## src/rtl/dir_pkg.sv

```systemverilog
// Shared encodings for the directory home controller.
// Assumes a two-bit message kind field that cache responders decode.
package dir_pkg;
    typedef enum logic [1:0] {
        MSG_INV        = 2'd0,
        MSG_RECALL_SHR = 2'd1,
        MSG_RECALL_INV = 2'd2
    } msg_kind_t;

    typedef enum logic [1:0] {
        ST_IDLE = 2'd0,
        ST_SEND = 2'd1,
        ST_WAIT = 2'd2,
        ST_RESP = 2'd3
    } ctl_state_t;
endpackage

```

## src/rtl/dir_store.sv

```systemverilog
// Directory and backing memory: presence vector, dirty flag and data per line.
// Assumes one combinational read port and one synchronous write port;
// reset clears all directory state and loads a computed data pattern.
module dir_store #(
    parameter int NPROC  = 4,
    parameter int NENTRY = 16,
    parameter int DW     = 32,
    parameter int IW     = $clog2(NENTRY),
    parameter logic [DW-1:0] INIT_BASE = DW'(32'hD000_0000)
) (
    input  logic             clk,
    input  logic             rst_n,
    input  logic [IW-1:0]    rd_idx,
    output logic [NPROC-1:0] rd_pres,
    output logic             rd_dirty,
    output logic [DW-1:0]    rd_data,
    input  logic             wr_en,
    input  logic [IW-1:0]    wr_idx,
    input  logic [NPROC-1:0] wr_pres,
    input  logic             wr_dirty,
    input  logic             wr_data_en,
    input  logic [DW-1:0]    wr_data
);
    logic [NPROC-1:0] pres_q  [NENTRY];
    logic             dirty_q [NENTRY];
    logic [DW-1:0]    data_q  [NENTRY];

    // Read port: lookup of the addressed line.
    assign rd_pres  = pres_q[rd_idx];
    assign rd_dirty = dirty_q[rd_idx];
    assign rd_data  = data_q[rd_idx];

    // Entry storage: reset to clean, then written back at transaction end.
    always_ff @(posedge clk) begin
        if (!rst_n) begin
            for (int e = 0; e < NENTRY; e++) begin
                pres_q[e]  <= '0;
                dirty_q[e] <= 1'b0;
                data_q[e]  <= INIT_BASE + DW'(e);
            end
        end else if (wr_en) begin
            pres_q[wr_idx]  <= wr_pres;
            dirty_q[wr_idx] <= wr_dirty;
            if (wr_data_en) begin
                data_q[wr_idx] <= wr_data;
            end
        end
    end
endmodule

```

## src/rtl/dir_fanout.sv

```systemverilog
// Message fan-out and acknowledgement counter.
// On load it takes a target mask, then names one target per cycle (lowest
// index first) and counts acknowledgements down from the mask's popcount.
// Assumes load never coincides with an acknowledgement.
module dir_fanout #(
    parameter int NPROC = 4,
    parameter int PW    = $clog2(NPROC)
) (
    input  logic             clk,
    input  logic             rst_n,
    input  logic             load,
    input  logic [NPROC-1:0] load_mask,
    input  logic             ack,
    output logic             fire,
    output logic [PW-1:0]    dest,
    output logic             last,
    output logic             done
);
    logic [NPROC-1:0] mask_q;
    logic [PW:0]      cnt_q;
    logic [PW:0]      load_cnt;

    // Lowest pending target.
    always_comb begin
        dest = '0;
        for (int i = NPROC - 1; i >= 0; i--) begin
            if (mask_q[i]) dest = PW'(i);
        end
    end

    // Number of acknowledgements owed for a new mask.
    always_comb begin
        load_cnt = '0;
        for (int i = 0; i < NPROC; i++) begin
            load_cnt = load_cnt + (PW+1)'(load_mask[i]);
        end
    end

    assign fire = |mask_q;
    assign last = fire && ((mask_q & (mask_q - 1'b1)) == '0);
    assign done = (cnt_q == '0);

    // Pending mask and outstanding acknowledgement count.
    always_ff @(posedge clk) begin
        if (!rst_n) begin
            mask_q <= '0;
            cnt_q  <= '0;
        end else if (load) begin
            mask_q <= load_mask;
            cnt_q  <= load_cnt;
        end else begin
            if (fire) mask_q[dest] <= 1'b0;
            if (ack && cnt_q != '0) cnt_q <= cnt_q - 1'b1;
        end
    end
endmodule

```

## src/rtl/dir_home_ctrl.sv

```systemverilog
// Full-map directory home controller (top).
// Serves one read or write request at a time. It picks recall or invalidate
// from the line's dirty flag, waits for all acknowledgements, then responds
// and writes the directory back. Assumes a dirty owner never re-requests its line.
module dir_home_ctrl
    import dir_pkg::*;
#(
    parameter int NPROC  = 4,
    parameter int NENTRY = 16,
    parameter int DW     = 32,
    localparam int PW    = $clog2(NPROC),
    localparam int IW    = $clog2(NENTRY)
) (
    input  logic          clk,
    input  logic          rst_n,
    input  logic          req_valid,
    output logic          req_ready,
    input  logic          req_write,
    input  logic [PW-1:0] req_proc,
    input  logic [IW-1:0] req_idx,
    output logic          msg_valid,
    output logic [1:0]    msg_kind,
    output logic [PW-1:0] msg_dest,
    output logic [IW-1:0] msg_idx,
    input  logic          ack_valid,
    input  logic [DW-1:0] ack_data,
    output logic          rsp_valid,
    output logic          rsp_write,
    output logic [PW-1:0] rsp_proc,
    output logic [DW-1:0] rsp_data
);
    ctl_state_t       state_q;
    msg_kind_t        kind_q;
    logic             cur_write;
    logic [PW-1:0]    cur_proc;
    logic [IW-1:0]    cur_idx;
    logic [NPROC-1:0] cur_pres;
    logic             cur_dirty;
    logic [DW-1:0]    cur_data;

    logic [NPROC-1:0] rd_pres;
    logic             rd_dirty;
    logic [DW-1:0]    rd_data;
    logic [NPROC-1:0] req_bit;
    logic [NPROC-1:0] cur_bit;
    logic [NPROC-1:0] fan_mask;
    logic             accept;
    logic             f_fire;
    logic [PW-1:0]    f_dest;
    logic             f_last;
    logic             f_done;

    assign req_ready = (state_q == ST_IDLE);
    assign accept    = req_valid && req_ready;
    assign req_bit   = NPROC'(1) << req_proc;
    assign cur_bit   = NPROC'(1) << cur_proc;

    // Targets: owner when dirty, other sharers on a clean write, none otherwise.
    always_comb begin
        if (rd_dirty)       fan_mask = rd_pres;
        else if (req_write) fan_mask = rd_pres & ~req_bit;
        else                fan_mask = '0;
    end

    dir_store #(.NPROC(NPROC), .NENTRY(NENTRY), .DW(DW), .IW(IW)) u_store (
        .clk        (clk),
        .rst_n      (rst_n),
        .rd_idx     (req_idx),
        .rd_pres    (rd_pres),
        .rd_dirty   (rd_dirty),
        .rd_data    (rd_data),
        .wr_en      (state_q == ST_RESP),
        .wr_idx     (cur_idx),
        .wr_pres    (cur_write ? cur_bit : (cur_pres | cur_bit)),
        .wr_dirty   (cur_write),
        .wr_data_en (cur_dirty),
        .wr_data    (cur_data)
    );

    dir_fanout #(.NPROC(NPROC), .PW(PW)) u_fanout (
        .clk       (clk),
        .rst_n     (rst_n),
        .load      (accept),
        .load_mask (fan_mask),
        .ack       (ack_valid),
        .fire      (f_fire),
        .dest      (f_dest),
        .last      (f_last),
        .done      (f_done)
    );

    // Transaction sequencing: idle, send messages, await acks, respond.
    always_ff @(posedge clk) begin
        if (!rst_n) begin
            state_q <= ST_IDLE;
        end else begin
            unique case (state_q)
                ST_IDLE: if (accept) state_q <= (fan_mask == '0) ? ST_RESP : ST_SEND;
                ST_SEND: if (f_last) state_q <= ST_WAIT;
                ST_WAIT: if (f_done) state_q <= ST_RESP;
                default: state_q <= ST_IDLE;
            endcase
        end
    end

    // Transaction context: latched request and entry, recalled data capture.
    always_ff @(posedge clk) begin
        if (!rst_n) begin
            kind_q    <= MSG_INV;
            cur_write <= 1'b0;
            cur_proc  <= '0;
            cur_idx   <= '0;
            cur_pres  <= '0;
            cur_dirty <= 1'b0;
            cur_data  <= '0;
        end else if (accept) begin
            cur_write <= req_write;
            cur_proc  <= req_proc;
            cur_idx   <= req_idx;
            cur_pres  <= rd_pres;
            cur_dirty <= rd_dirty;
            cur_data  <= rd_data;
            if (!rd_dirty)      kind_q <= MSG_INV;
            else if (req_write) kind_q <= MSG_RECALL_INV;
            else                kind_q <= MSG_RECALL_SHR;
        end else if (ack_valid && cur_dirty && state_q != ST_IDLE) begin
            cur_data <= ack_data;
        end
    end

    assign msg_valid = (state_q == ST_SEND) && f_fire;
    assign msg_kind  = kind_q;
    assign msg_dest  = f_dest;
    assign msg_idx   = cur_idx;

    assign rsp_valid = (state_q == ST_RESP);
    assign rsp_write = cur_write;
    assign rsp_proc  = cur_proc;
    assign rsp_data  = cur_data;
endmodule

```

## config.mk

```make
export PLATFORM = sky130hd
export DESIGN_NAME = dir_home_ctrl
export DESIGN_NICKNAME = d
export VERILOG_FILES = /design/src/rtl/dir_pkg.sv /design/src/rtl/dir_store.sv /design/src/rtl/dir_fanout.sv /design/src/rtl/dir_home_ctrl.sv
export SDC_FILE = /design/constraint.sdc
export NUM_CORES = 1
export LEC_CHECK = 0
export BUFFER_PORTS_ARGS = -buffer_cell sky130_fd_sc_hd__buf_2
export CORE_MARGIN = 2
export CORE_UTILIZATION = 59
export CTS_CLUSTER_DIAMETER = 150
export DETAILED_ROUTE_END_ITERATION = 10
export PLACE_DENSITY = 0.77
export SLEW_MARGIN = 20
export SYNTH_ARGS = -nofsm -noshare
export SYNTH_HDL_FRONTEND = slang
export SYNTH_SLANG_ARGS = --single-unit
```

## constraint.sdc

```tcl
create_clock -name clk -period 4 [get_ports clk]
set_input_delay 0.4 -clock clk [delete_from_list [all_inputs] [get_ports clk]]
set_output_delay 0.4 -clock clk [all_outputs]
set_load 0.1 [all_outputs]
```

==> impl_metrics.prom, run 1 <==
# TYPE chip_impl_metric gauge
chip_impl_metric{name="buffer_ports.inserted",unit=""} 88
chip_impl_metric{name="dp_hpwl",unit="mm"} 40.7
chip_impl_info{name="crit_path_end_kind",value="flop"} 1
chip_impl_metric{name="cp_num_cells",unit=""} 8
chip_impl_metric{name="io_pins",unit=""} 89
chip_impl_metric{name="p_leak",unit="nW"} 12.4
chip_impl_metric{name="reg2reg_depth",unit=""} 8
chip_impl_metric{name="gate_count_post_synth",unit=""} 1952
chip_impl_metric{name="postLayoutCellArea",unit="µm²"} 32600
chip_impl_info{name="synth_top_family_by_area",value="multiplexers"} 1
chip_impl_metric{name="max_slew.worst_pin.slew",unit="ns"} 0.983
chip_impl_metric{name="fin_crit_sh",unit=""} 0.738
chip_impl_metric{name="final_nets",unit=""} 2038
chip_impl_metric{name="cp.buffers_inverters",unit=""} 0
chip_impl_metric{name="ys_async_sr_fraction",unit=""} 0
chip_impl_metric{name="synthMuxAreaShare",unit=""} 0.153
chip_impl_metric{name="pre_cts_ws",unit="ns"} 0.717
chip_impl_metric{name="insertedDiodeCount",unit=""} 0
chip_impl_metric{name="routed_wire_length_per_instance",unit="µm"} 27.8
chip_impl_info{name="timing.rr.start",value="u_store.pres_q[10][0]$_SDFFCE_PN0P_"} 1
chip_impl_metric{name="number_of_cells_in_the_finished_layout_apart_from_fillers",unit=""} 2702
chip_impl_info{name="post-synth-top-area-cell",value="edfxtp_1"} 1
chip_impl_info{name="layout_commonest_cell",value="edfxtp_1"} 1
chip_impl_metric{name="path_max_fanout",unit=""} 3
chip_impl_metric{name="flow.area_growth_from_synthesis",unit="%"} 11.5
chip_impl_metric{name="wirelength",unit="mm"} 75.0
chip_impl_metric{name="synth_area",unit="µm²"} 29200
chip_impl_metric{name="cellPowerDensity",unit="nW/µm²"} 508
chip_impl_metric{name="post_cts_resize_count",unit=""} 0
chip_impl_info{name="clock-root-buffer",value="clkbuf_16"} 1
chip_impl_metric{name="cts_hold_buffers",unit=""} 0
chip_impl_metric{name="synth-compound-area-share",unit=""} 0.0245
chip_impl_info{name="synthFlopType",value="edfxtp_1"} 1
chip_impl_metric{name="shortest_period_the_worst_path_allows",unit="ns"} 2.95
chip_impl_info{name="crit_start",value="u_store.pres_q[10][0]$_SDFFCE_PN0P_"} 1
chip_impl_metric{name="cts.repair_timing.setup_buffer_count",unit=""} 0
chip_impl_metric{name="wp_data_required",unit="ns"} 4.43
chip_impl_metric{name="overflow",unit=""} 0
chip_impl_metric{name="vias_in_the_first_global_route",unit=""} 18165
chip_impl_metric{name="cts-buffers-inserted",unit=""} 66
chip_impl_info{name="crit_path_cell_trace",value="mux4_2 -> mux4_2 -> o21ai_1 -> ha_1 -> fa_1 -> ha_1 -> nand2_1 -> a21oi_1"} 1
chip_impl_metric{name="worst-endpoint-arrival",unit="ns"} 3.38
chip_impl_metric{name="clock_tree.htree_level_count",unit=""} 3
chip_impl_metric{name="numPlacedInstances",unit=""} 2581
chip_impl_metric{name="max_freq",unit="GHz"} 0.339
chip_impl_info{name="setup_repair_after_global_routing_missed_its_margin",value="false"} 1
chip_impl_metric{name="mappedNetlistNets",unit=""} 2005
chip_impl_metric{name="synthDominantCellAreaShare",unit=""} 0.593
chip_impl_metric{name="slowest_delay",unit="ns"} 0.55
chip_impl_info{name="timing.critical_path.to",value="u_fanout.cnt_q[1]$_SDFFE_PN0P_"} 1
chip_impl_info{name="critical_path.top_delay_family",value="multiplexers"} 1
chip_impl_metric{name="core-area",unit="µm²"} 48800
chip_impl_metric{name="cts_num_sinks",unit=""} 647
chip_impl_metric{name="timing.final.setup_violations",unit=""} 0
chip_impl_metric{name="antenna_violating_nets_post_route",unit=""} 0
chip_impl_metric{name="groute.usage.overall",unit=""} 0.301
chip_impl_metric{name="grt_max_degree",unit=""} 129
chip_impl_metric{name="place_congestion",unit=""} 0.804
chip_impl_metric{name="clock_tree.buffer_depth",unit=""} 3
chip_impl_metric{name="1st_pass_router_iterations",unit=""} 5
chip_impl_info{name="cts_tree",value="built"} 1
chip_impl_metric{name="floorplan.die.height",unit="µm"} 226
chip_impl_metric{name="finalSetupTns",unit="ns"} 0
chip_impl_metric{name="synth_simple_gate_area_frac",unit=""} 0.149
chip_impl_metric{name="drv_slew",unit=""} 0
chip_impl_metric{name="initial_core_util",unit=""} 0.598
chip_impl_metric{name="max-cap-violations",unit=""} 0
chip_impl_metric{name="placementRows",unit=""} 81
chip_impl_metric{name="synth_adder_area_share",unit=""} 0.00454
chip_impl_metric{name="ys_warn_count",unit=""} 0
chip_impl_metric{name="unique_cell_type_count_in_the_yosys_netlist",unit=""} 51
chip_impl_metric{name="vdd.ir_drop.worst",unit="mV"} 0.561
chip_impl_metric{name="finalWorstSetupSlack",unit="ns"} 1.05
chip_impl_info{name="critical_path.reg2reg.endpoint",value="u_fanout.cnt_q[1]$_SDFFE_PN0P_"} 1
chip_impl_metric{name="clk_transition_reported_paths",unit="ns"} 0.06
chip_impl_info{name="synth_area_leaders",value="edfxtp_1, mux4_2, and3_1, dfxtp_1, and2_1"} 1
chip_impl_metric{name="clock-skew-final",unit="ns"} 0.0228
chip_impl_metric{name="num_vias",unit=""} 17865
chip_impl_metric{name="drive_above_1_share",unit=""} 0.221
chip_impl_info{name="crit_slowest_cell",value="mux4_2"} 1
chip_impl_metric{name="detail_route.drc_violations",unit=""} 0
chip_impl_info{name="criticalPathCategory",value="reg2reg"} 1
chip_impl_metric{name="worst_slew_margin_rel",unit=""} 0.344
chip_impl_metric{name="grt_antenna_before_repair",unit=""} 1
chip_impl_metric{name="die-width",unit="µm"} 226
chip_impl_metric{name="hold_slack",unit="ns"} 0.103
chip_impl_metric{name="syn-mean-instance-area",unit="µm²"} 15.0
chip_impl_metric{name="die-area",unit="µm²"} 51300
chip_impl_metric{name="ys_ff_latch",unit=""} 647
chip_impl_metric{name="synth_edf_count",unit=""} 576
chip_impl_info{name="min_path_type",value="in2reg"} 1
chip_impl_metric{name="grt_pass1_wl",unit="mm"} 112
chip_impl_metric{name="final-hold-violation-count",unit=""} 0
chip_impl_metric{name="synthXorXnorAreaFrac",unit=""} 0.000600
chip_impl_info{name="timing.critical_path.from_type",value="flop"} 1
chip_impl_metric{name="post_synthesis_sequential_area_ratio",unit=""} 0.641
chip_impl_metric{name="via_density_per_instance",unit=""} 6.61
chip_impl_metric{name="clock_latency",unit="ns"} 0.60
chip_impl_metric{name="drt_iter0_drc",unit=""} 2336
chip_impl_metric{name="rrSetupSlack",unit="ns"} 1.05
chip_impl_metric{name="placed_area",unit="µm²"} 30400
chip_impl_info{name="commonest_non_fill_non_tap_cells_in_the_layout",value="edfxtp_1, and3_1, mux4_2"} 1
chip_impl_info{name="outcome",value="complete, no violations"} 1
## per-stage QoR
step	power [mW]	utilization
after global placement	10.5	0.623
after global routing	17.0	0.666
after detailed placement	10.6	0.623
after CTS	16.6	0.666
after floorplan	9.90	-
final	16.5	0.666
## layout make-up
cell class,count,area [µm²]
clock buffers,97,1940
clock inverters,24,174
fillers,3345,16300
inverters,19,71.3
multi-input cells,1107,9760
flip-flops and latches,647,18700
well taps,664,831
repair buffers,144,1060
## cells in the mapped netlist, types with 2 or more instances
library cell and n:
a2111oi_0 2, a211oi_1 34, a21oi_1 14, a221oi_1 2
a22oi_1 7, a311oi_1 2, and2_1 177, and3_1 274
buf_1 3, buf_2 23, buf_6 3, clkbuf_1 149
dfxtp_1 71, edfxtp_1 576, ha_1 9, inv_1 14
inv_2 5, mux2_2 2, mux2i_1 44, mux4_2 178
nand2_1 58, nand2b_1 99, nand3_1 22, nor2_1 118
nor2b_1 6, nor3_1 7, o211ai_1 5, o21a_1 3
o21ai_0 13, o21ai_1 7, o2bb2ai_1 2, or3_1 4
## power breakdown
| part | switching, mW | leakage [nW] | total (mW) | internal (mW) |
|---|---|---|---|---|
| Clock | 2.55 | 1.03 | 6.05 | 3.50 |
| Sequential | 0.477 | 6.24 | 8.11 | 7.63 |
| Combinational | 1.70 | 5.14 | 2.37 | 0.671 |
## how the worst min path moves through the flow
| stage | startpoint | slack, ns | end | cells after the start |
|---|---|---|---|---|
| floorplan | u_store.dirty_q[0]$_DFF_P_ | 0.44 | u_store.dirty_q[0]$_DFF_P_ | 2 |
| global placement | msg_kind[0]$_SDFFE_PN0P_ | 0.44 | msg_kind[0]$_SDFFE_PN0P_ | 2 |
| detailed placement | u_store.dirty_q[12]$_DFF_P_ | 0.46 | u_store.dirty_q[12]$_DFF_P_ | 2 |
| CTS | req_proc[0] | 0.08 | rsp_proc[0]$_SDFFE_PN0P_ | 3 |
| global route | req_proc[0] | 0.12 | rsp_proc[0]$_SDFFE_PN0P_ | 3 |
| finish | req_proc[0] | 0.10 | rsp_proc[0]$_SDFFE_PN0P_ | 3 |
## metal layers
metal,GRT usage,up-vias,share of wire
met3,0.0547,151,0.11
met4,0.106,0,0.031
met5,0,-,0
met1,0.417,9107,0.38
li1,-,7485,-
met2,0.486,1122,0.48
## cell families after synthesis
| group | Yosys count |
|---|---|
| AO/OA/AOI/OAI | 102 |
| multiplexers | 224 |
| buffers and inverters | 198 |
| adder cells (fa/ha/maj) | 10 |
| XOR/XNOR | 2 |
| AND/OR/NAND/NOR | 769 |
| flip-flops | 647 |
## registers in the layout, summed over array words and instances, names as in the netlist
signal	flops
rsp_write	1
cur_pres	4
msg_idx	4
rsp_proc	2
u_store.pres_q	64
cur_dirty	1
u_fanout.mask_q	4
u_store.data_q	512
u_fanout.cnt_q	3
msg_kind	2
rsp_data	32
state_q	2
u_store.dirty_q	16
## worst reg2reg max path: stages (launching register included)
cell	delay [ns]
edfxtp_1	0.39
mux4_2	0.48
mux4_2	0.55
o21ai_1	0.20
ha_1	0.31
fa_1	0.41
ha_1	0.30
nand2_1	0.07
a21oi_1	0.07
No activity file was read; power rests on OpenSTA's default activity.
==> run 2, diff against run 1 <==
Settings changed: CORE_UTILIZATION 59 to 56.
Clock period 4 ns to 2.45 ns, I/O delays scaled along.
==> run 2 against run 1 <==
Effect of this change: the flow now finishes with violations (negative setup slack); routed wire length is 2.8% higher; critical path depth is 1 higher; worst hold slack worse by 0.082 ns; die area is 5.3% higher; critical endpoint unchanged; clock power is 64% higher; clock skew is 0.0081 ns higher; first-iteration DRC count is 1.2% higher; sequential share of layout area is 1.8 points lower; highest routed layer unchanged.
==> impl_metrics.prom, run 2 (synthesis results as in run 1) <==
# TYPE chip_impl_metric gauge
chip_impl_metric{name="clock_tree.buffer_depth",unit=""} 3
chip_impl_metric{name="clock_latency",unit="ns"} 0.61
chip_impl_info{name="setup_repair_after_global_routing_missed_its_margin",value="true"} 1
chip_impl_info{name="crit_slowest_cell",value="mux4_2"} 1
chip_impl_metric{name="worst_slew_margin_rel",unit=""} 0.419
chip_impl_metric{name="drive_above_1_share",unit=""} 0.250
chip_impl_metric{name="clock-skew-final",unit="ns"} 0.0309
chip_impl_info{name="critical_path.top_delay_family",value="multiplexers"} 1
chip_impl_metric{name="comb_power_share",unit=""} 0.153
chip_impl_metric{name="1st_pass_router_iterations",unit=""} 7
chip_impl_metric{name="initial_core_util",unit=""} 0.568
chip_impl_metric{name="placementRows",unit=""} 83
chip_impl_metric{name="numPlacedInstances",unit=""} 2669
chip_impl_metric{name="die-area",unit="µm²"} 54000
chip_impl_metric{name="max_slew.worst_pin.slew",unit="ns"} 0.871
chip_impl_metric{name="cts_num_sinks",unit=""} 647
chip_impl_metric{name="cp.buffers_inverters",unit=""} 1
chip_impl_metric{name="postLayoutCellArea",unit="µm²"} 33600
chip_impl_metric{name="layout.core_utilization",unit=""} 0.654
chip_impl_info{name="min_path_type",value="in2reg"} 1
chip_impl_metric{name="grt_max_degree",unit=""} 158
chip_impl_metric{name="flow.area_growth_from_synthesis",unit="%"} 15.2
chip_impl_metric{name="vias_in_the_first_global_route",unit=""} 18324
chip_impl_metric{name="worst-endpoint-arrival",unit="ns"} 3.16
chip_impl_metric{name="routed_wire_length_per_instance",unit="µm"} 27.5
chip_impl_metric{name="p_sw_frac",unit=""} 0.286
chip_impl_metric{name="timing.final.setup_violations",unit=""} 3
chip_impl_metric{name="grt_antenna_before_repair",unit=""} 2
chip_impl_metric{name="number_of_cells_in_the_finished_layout_apart_from_fillers",unit=""} 2806
chip_impl_metric{name="power.switching",unit="mW"} 7.82
chip_impl_metric{name="place_congestion",unit=""} 0.883
chip_impl_metric{name="p_leak",unit="nW"} 12.9
chip_impl_info{name="timing.critical_path.mode_cell",value="mux4_2"} 1
chip_impl_info{name="layout_commonest_cell",value="edfxtp_1"} 1
chip_impl_metric{name="max_freq",unit="GHz"} 0.370
chip_impl_metric{name="io_pins",unit=""} 89
chip_impl_metric{name="max-cap-violations",unit=""} 0
chip_impl_metric{name="clk_transition_reported_paths",unit="ns"} 0.06
chip_impl_metric{name="path_max_fanout",unit=""} 2
chip_impl_metric{name="groute.usage.overall",unit=""} 0.292
chip_impl_metric{name="overflow",unit=""} 0
chip_impl_metric{name="drv_slew",unit=""} 0
chip_impl_metric{name="insertedDiodeCount",unit=""} 0
chip_impl_metric{name="detail_route.drc_violations",unit=""} 0
chip_impl_metric{name="vdd.ir_drop.worst",unit="mV"} 0.875
chip_impl_metric{name="layout.filler_cells",unit=""} 3463
chip_impl_metric{name="cts-buffers-inserted",unit=""} 68
chip_impl_info{name="timing.critical_path.from_type",value="flop"} 1
chip_impl_metric{name="final-hold-violation-count",unit=""} 0
chip_impl_metric{name="finalWorstSetupSlack",unit="ns"} -0.253
chip_impl_metric{name="shortest_period_the_worst_path_allows",unit="ns"} 2.70
chip_impl_metric{name="slowest_delay",unit="ns"} 0.55
chip_impl_metric{name="floorplan.die.height",unit="µm"} 232
chip_impl_metric{name="wirelength",unit="mm"} 77.1
chip_impl_info{name="cts_tree",value="built"} 1
chip_impl_info{name="clock-root-buffer",value="clkbuf_16"} 1
chip_impl_metric{name="fin_crit_sh",unit=""} 1.10
chip_impl_metric{name="clock_tree.htree_level_count",unit=""} 3
chip_impl_metric{name="hold_slack",unit="ns"} 0.0209
chip_impl_metric{name="pre_cts_ws",unit="ns"} -0.375
chip_impl_metric{name="core-area",unit="µm²"} 51400
chip_impl_metric{name="via_density_per_instance",unit=""} 6.48
chip_impl_info{name="crit_path_end_kind",value="flop"} 1
chip_impl_info{name="violations",value="negative setup slack"} 1
chip_impl_info{name="criticalPathCategory",value="reg2reg"} 1
chip_impl_metric{name="buffer_ports.inserted",unit=""} 88
chip_impl_info{name="crit_path_cell_trace",value="mux4_2 -> mux4_2 -> o21a_1 -> inv_2 -> ha_4 -> fa_2 -> ha_1 -> nand2_1 -> a21oi_1"} 1
chip_impl_info{name="outcome",value="finished, violations left"} 1
chip_impl_metric{name="final_nets",unit=""} 2127
chip_impl_metric{name="grt_pass1_wl",unit="mm"} 114
chip_impl_metric{name="wp_data_required",unit="ns"} 2.91
chip_impl_metric{name="die-width",unit="µm"} 232
chip_impl_metric{name="dp_hpwl",unit="mm"} 45.6
chip_impl_metric{name="placed_area",unit="µm²"} 31400
chip_impl_metric{name="clock_power_share",unit=""} 0.364
chip_impl_metric{name="p_seq_frac",unit=""} 0.483
chip_impl_metric{name="intPower",unit="mW"} 19.5
chip_impl_metric{name="num_vias",unit=""} 18169
chip_impl_metric{name="antenna_violating_nets_post_route",unit=""} 0
chip_impl_metric{name="drt_iter0_drc",unit=""} 2365
chip_impl_metric{name="cellPowerDensity",unit="nW/µm²"} 812
chip_impl_info{name="commonest_non_fill_non_tap_cells_in_the_layout",value="edfxtp_1, and3_1, mux4_2"} 1
chip_impl_metric{name="largest_reg_flops",unit=""} 512
chip_impl_info{name="regMostFlops",value="u_store.data_q"} 1
## run 2: cell types whose count changed in the layout (fill, tap and decap cells not counted), moves of 4 or more
cell / before / now
clkinv_1: 7 / 14
dlygate4sd3_1: 0 / 14
clkinv_2: 11 / 6
nand2b_2: 16 / 2
clkbuf_8: 4 / 8
dfxtp_1: 70 / 66
buf_4: 41 / 95
buf_12: 15 / 33
nand2b_4: 0 / 14
## run 2: what timing repair did
item                                    CTS  global route
gates resized for setup                   0             1
endpoints found under the setup margin    3             4
setup buffers                             1             0
hold buffers                             14             0
hold endpoints to repair                 14             0
## run 2: metrics by stage
step                      total power [mW]  TNS, ns
after floorplan                       16.2   -0.735
after global placement                17.4    -4.18
after detailed placement              17.5    -5.18
after CTS                             27.4   -0.560
after global routing                  28.1   -0.775
final                                 27.3   -0.569
## run 2: layout make-up
class / instances / area [µm²] / area share
clock buffers: 97 / 1950 / 0.0581
inverters: 19 / 71.3 / 0.00212
repair buffers: 231 / 1980 / 0.0589
clock inverters: 25 / 168 / 0.00499
flip-flops and latches: 647 / 18700 / 0.557
well taps: 680 / 851 / 0.0253
multi-input cells: 1107 / 9870 / 0.294
## run 2: per-layer routing
metal	vias up	GRT usage	share of wire
met2	1130	0.473	0.50
li1	7672	-	-
met5	-	0	0
met3	163	0.0602	0.11
met4	0	0.100	0.029
met1	9204	0.397	0.37
## run 2: final timing paths
check                           depth (start not counted)                                 from                              to  slack [ns]
worst max-delay path                                    9  u_store.pres_q[11][1]$_SDFFCE_PN0P_  u_fanout.cnt_q[1]$_SDFFE_PN0P_       -0.25
worst min-delay path                                    3                          ack_data[5]        rsp_data[5]$_SDFFE_PN0P_        0.02
worst max register to register                          9  u_store.pres_q[11][1]$_SDFFCE_PN0P_  u_fanout.cnt_q[1]$_SDFFE_PN0P_       -0.25
worst min register to register                          2             msg_kind[0]$_SDFFE_PN0P_        msg_kind[0]$_SDFFE_PN0P_        0.46
## run 2: power groups by stage
stage | clock (mW) | sequential (mW) | combinational [mW]
floorplan | 0 | 14.1 | 2.08
global placement | 0 | 13.3 | 4.09
detailed placement | 0 | 13.4 | 4.15
CTS | 10.0 | 13.2 | 4.18
global route | 10.4 | 13.3 | 4.39
finish | 9.95 | 13.2 | 4.18
## run 2: worst min-delay path, cell delays in order
cell	delay, ns
buf_2	0.10
mux2i_1	0.13
a211oi_1	0.09
==> run 3, diff against run 2 <==
Settings changed: CORE_UTILIZATION 56 to 35, MAX_ROUTING_LAYER set to met4, PLACE_DENSITY 0.77 to 0.53.
==> run 3 against run 2 <==
Effect of this change: the run still ends with negative setup slack left; combinational power increased by 9.6%; first-iteration DRC count decreased by 17%; flip-flop and latch count unchanged; global-route usage decreased by 8.0 points; worst hold slack improved by 0.013 ns; non-clock buffer count increased by 38; critical path depth increased by 1; critical endpoint unchanged.
==> impl_metrics.prom, run 3 (synthesis results as in run 1) <==
# TYPE chip_impl_metric gauge
chip_impl_metric{name="placementRows",unit=""} 105
chip_impl_metric{name="core-area",unit="µm²"} 82400
chip_impl_metric{name="cp.buffers_inverters",unit=""} 1
chip_impl_metric{name="wp_data_required",unit="ns"} 2.99
chip_impl_metric{name="detail_route.drc_violations",unit=""} 0
chip_impl_metric{name="final-hold-violation-count",unit=""} 0
chip_impl_info{name="criticalPathCategory",value="reg2reg"} 1
chip_impl_info{name="min_path_type",value="in2reg"} 1
chip_impl_metric{name="antenna_violating_nets_post_route",unit=""} 0
chip_impl_info{name="regMostFlops",value="u_store.data_q"} 1
chip_impl_metric{name="postLayoutCellArea",unit="µm²"} 34800
chip_impl_metric{name="wirelength",unit="mm"} 87.5
chip_impl_metric{name="layout.core_utilization",unit=""} 0.423
chip_impl_info{name="outcome",value="finished, violations left"} 1
chip_impl_metric{name="cts-buffers-inserted",unit=""} 73
chip_impl_info{name="crit_path_end_kind",value="flop"} 1
chip_impl_metric{name="buffer_ports.inserted",unit=""} 88
chip_impl_metric{name="max-cap-violations",unit=""} 0
chip_impl_metric{name="routed_wire_length_per_instance",unit="µm"} 26.9
chip_impl_metric{name="flow.area_growth_from_synthesis",unit="%"} 19.3
chip_impl_info{name="critical_path.top_delay_family",value="multiplexers"} 1
chip_impl_metric{name="clock_tree.buffer_depth",unit=""} 3
chip_impl_metric{name="multi_input_area",unit="µm²"} 9900
chip_impl_metric{name="io_pins",unit=""} 89
chip_impl_metric{name="drv_slew",unit=""} 0
chip_impl_info{name="cts_tree",value="built"} 1
chip_impl_info{name="clock-root-buffer",value="clkbuf_16"} 1
chip_impl_info{name="timing.critical_path.from_type",value="flop"} 1
chip_impl_metric{name="grt_max_degree",unit=""} 177
chip_impl_info{name="setup_repair_after_global_routing_missed_its_margin",value="true"} 1
chip_impl_metric{name="drive_above_1_share",unit=""} 0.272
chip_impl_metric{name="num_vias",unit=""} 17872
chip_impl_metric{name="groute.usage.overall",unit=""} 0.212
chip_impl_metric{name="overflow",unit=""} 0
chip_impl_info{name="violations",value="negative setup slack"} 1
chip_impl_metric{name="final_nets",unit=""} 2170
chip_impl_metric{name="place_congestion",unit=""} 0.826
chip_impl_metric{name="drt_iter0_drc",unit=""} 1970
chip_impl_metric{name="vdd.ir_drop.worst",unit="mV"} 0.580
chip_impl_metric{name="path_max_fanout",unit=""} 3
chip_impl_metric{name="cts_num_sinks",unit=""} 647
chip_impl_metric{name="floorplan.die.height",unit="µm"} 293
chip_impl_metric{name="via_density_per_instance",unit=""} 5.50
chip_impl_metric{name="initial_core_util",unit=""} 0.354
chip_impl_metric{name="clock-skew-final",unit="ns"} 0.0275
chip_impl_metric{name="clk_transition_reported_paths",unit="ns"} 0.06
chip_impl_metric{name="vias_in_the_first_global_route",unit=""} 18703
chip_impl_metric{name="fin_crit_sh",unit=""} 1.10
chip_impl_metric{name="placed_area",unit="µm²"} 32200
chip_impl_metric{name="ff_latch_area",unit="µm²"} 18700
chip_impl_metric{name="max_freq",unit="GHz"} 0.373
chip_impl_metric{name="clock_tree.htree_level_count",unit=""} 3
chip_impl_metric{name="die-width",unit="µm"} 293
chip_impl_metric{name="cellPowerDensity",unit="nW/µm²"} 819
chip_impl_metric{name="grt_pass1_wl",unit="mm"} 128
chip_impl_info{name="layout_commonest_cell",value="edfxtp_1"} 1
chip_impl_metric{name="largest_reg_flops",unit=""} 512
chip_impl_metric{name="timing.final.setup_violations",unit=""} 3
chip_impl_metric{name="p_leak",unit="nW"} 13.3
chip_impl_metric{name="shortest_period_the_worst_path_allows",unit="ns"} 2.68
chip_impl_metric{name="dp_hpwl",unit="mm"} 52.1
chip_impl_metric{name="worst_slew_margin_rel",unit=""} 0.389
chip_impl_info{name="commonest_non_fill_non_tap_cells_in_the_layout",value="edfxtp_1, and3_1, mux4_2"} 1
chip_impl_metric{name="max_slew.worst_pin.slew",unit="ns"} 0.917
chip_impl_metric{name="layout.filler_cells",unit=""} 7376
chip_impl_metric{name="worst-endpoint-arrival",unit="ns"} 3.23
chip_impl_metric{name="1st_pass_router_iterations",unit=""} 5
chip_impl_metric{name="slowest_delay",unit="ns"} 0.47
chip_impl_metric{name="grt_antenna_before_repair",unit=""} 4
chip_impl_metric{name="clock_latency",unit="ns"} 0.61
chip_impl_metric{name="finalWorstSetupSlack",unit="ns"} -0.233
chip_impl_info{name="crit_slowest_cell",value="mux4_2"} 1
chip_impl_info{name="crit_path_cell_trace",value="mux4_2 -> mux2i_1 -> mux2i_1 -> o21a_1 -> inv_2 -> ha_4 -> fa_2 -> ha_4 -> nand2_1 -> a21oi_1"} 1
chip_impl_metric{name="die-area",unit="µm²"} 85700
## run 3: changes by cell type in the layout (fill, tap and decap cells not counted), moves of 3 or more
cell | previous run | this run
and3_1 | 274 | 268
and3_2 | 0 | 6
buf_12 | 33 | 43
buf_4 | 95 | 116
clkbuf_16 | 71 | 76
clkinv_1 | 14 | 3
clkinv_2 | 6 | 17
diode_2 | 0 | 3
dlygate4sd3_1 | 14 | 22
## run 3: where the power goes
group | total [mW] | internal (mW) | switching [mW]
logic | 4.58 | 1.40 | 3.18
clock network | 10.9 | 6.42 | 4.45
registers | 13.1 | 12.5 | 0.595
total | 28.5 | 20.3 | 8.22
## run 3: worst reg2reg max path, delay by kind of cell (launching register included)
family / cells / cell delay [ns]
flops: 1 / 0.32
mux: 3 / 1.00
buf+inv: 1 / 0.07
fa+ha+maj: 3 / 0.82
simple gates: 1 / 0.04
compound gates: 2 / 0.37
## run 3: path summary, 6_finish.rpt
check | start | to | slack (ns) | cells past startpoint
worst max-delay path | u_store.dirty_q[7]$_DFF_P_ | u_fanout.cnt_q[1]$_SDFFE_PN0P_ | -0.23 | 10
worst min-delay path | ack_data[25] | rsp_data[25]$_SDFFE_PN0P_ | 0.03 | 3
worst min register to register | cur_pres[1]$_SDFFE_PN0P_ | cur_pres[1]$_SDFFE_PN0P_ | 0.46 | 2
worst max register to register | u_store.dirty_q[7]$_DFF_P_ | u_fanout.cnt_q[1]$_SDFFE_PN0P_ | -0.23 | 10
## run 3: routing by layer
layer | global-route usage | vias up | routed length (µm)
met5 | - | - | 0
met3 | 0.0400 | 120 | 5980
met4 | 0.0514 | 0 | 1840
li1 | - | 7766 | -
met2 | 0.337 | 651 | 42300
met1 | 0.281 | 9335 | 37400
## run 3: per-stage QoR
| stage | power [mW] | TNS, ns | hold WS, ns | cells | setup slack, ns |
|---|---|---|---|---|---|
| 6_report | 28.5 | -0.584 | 0.0338 | 3248 | -0.233 |
| 5_1_grt | 29.5 | -0.775 | 0.0202 | 3245 | -0.292 |
| 4_1_cts | 28.7 | -0.534 | 0.00389 | 3243 | -0.225 |
| 3_5_place_dp | 17.9 | -6.27 | 0.454 | 3088 | -0.400 |
| 3_3_place_gp | 17.8 | -5.75 | 0.443 | 3088 | -0.411 |
| 2_1_floorplan | 16.2 | -0.735 | 0.374 | 1952 | -0.225 |
## run 3: final cells by class
cell class,instances,area share
flip-flops and latches,647,0.538
multi-input cells,1107,0.284
repair buffers,269,0.0692
clock buffers,106,0.0607
well taps,1070,0.0384
clock inverters,27,0.00726
inverters,19,0.00208
diodes,3,0.000216
## run 3: repair_timing
action / in CTS / in global routing
gates resized for setup: 0 / 4
setup endpoints to repair: 3 / 3
hold buffers: 21 / 1
hold endpoints to repair: 22 / 1
buffers inserted: 1 / 1
pin swaps: 0 / 1
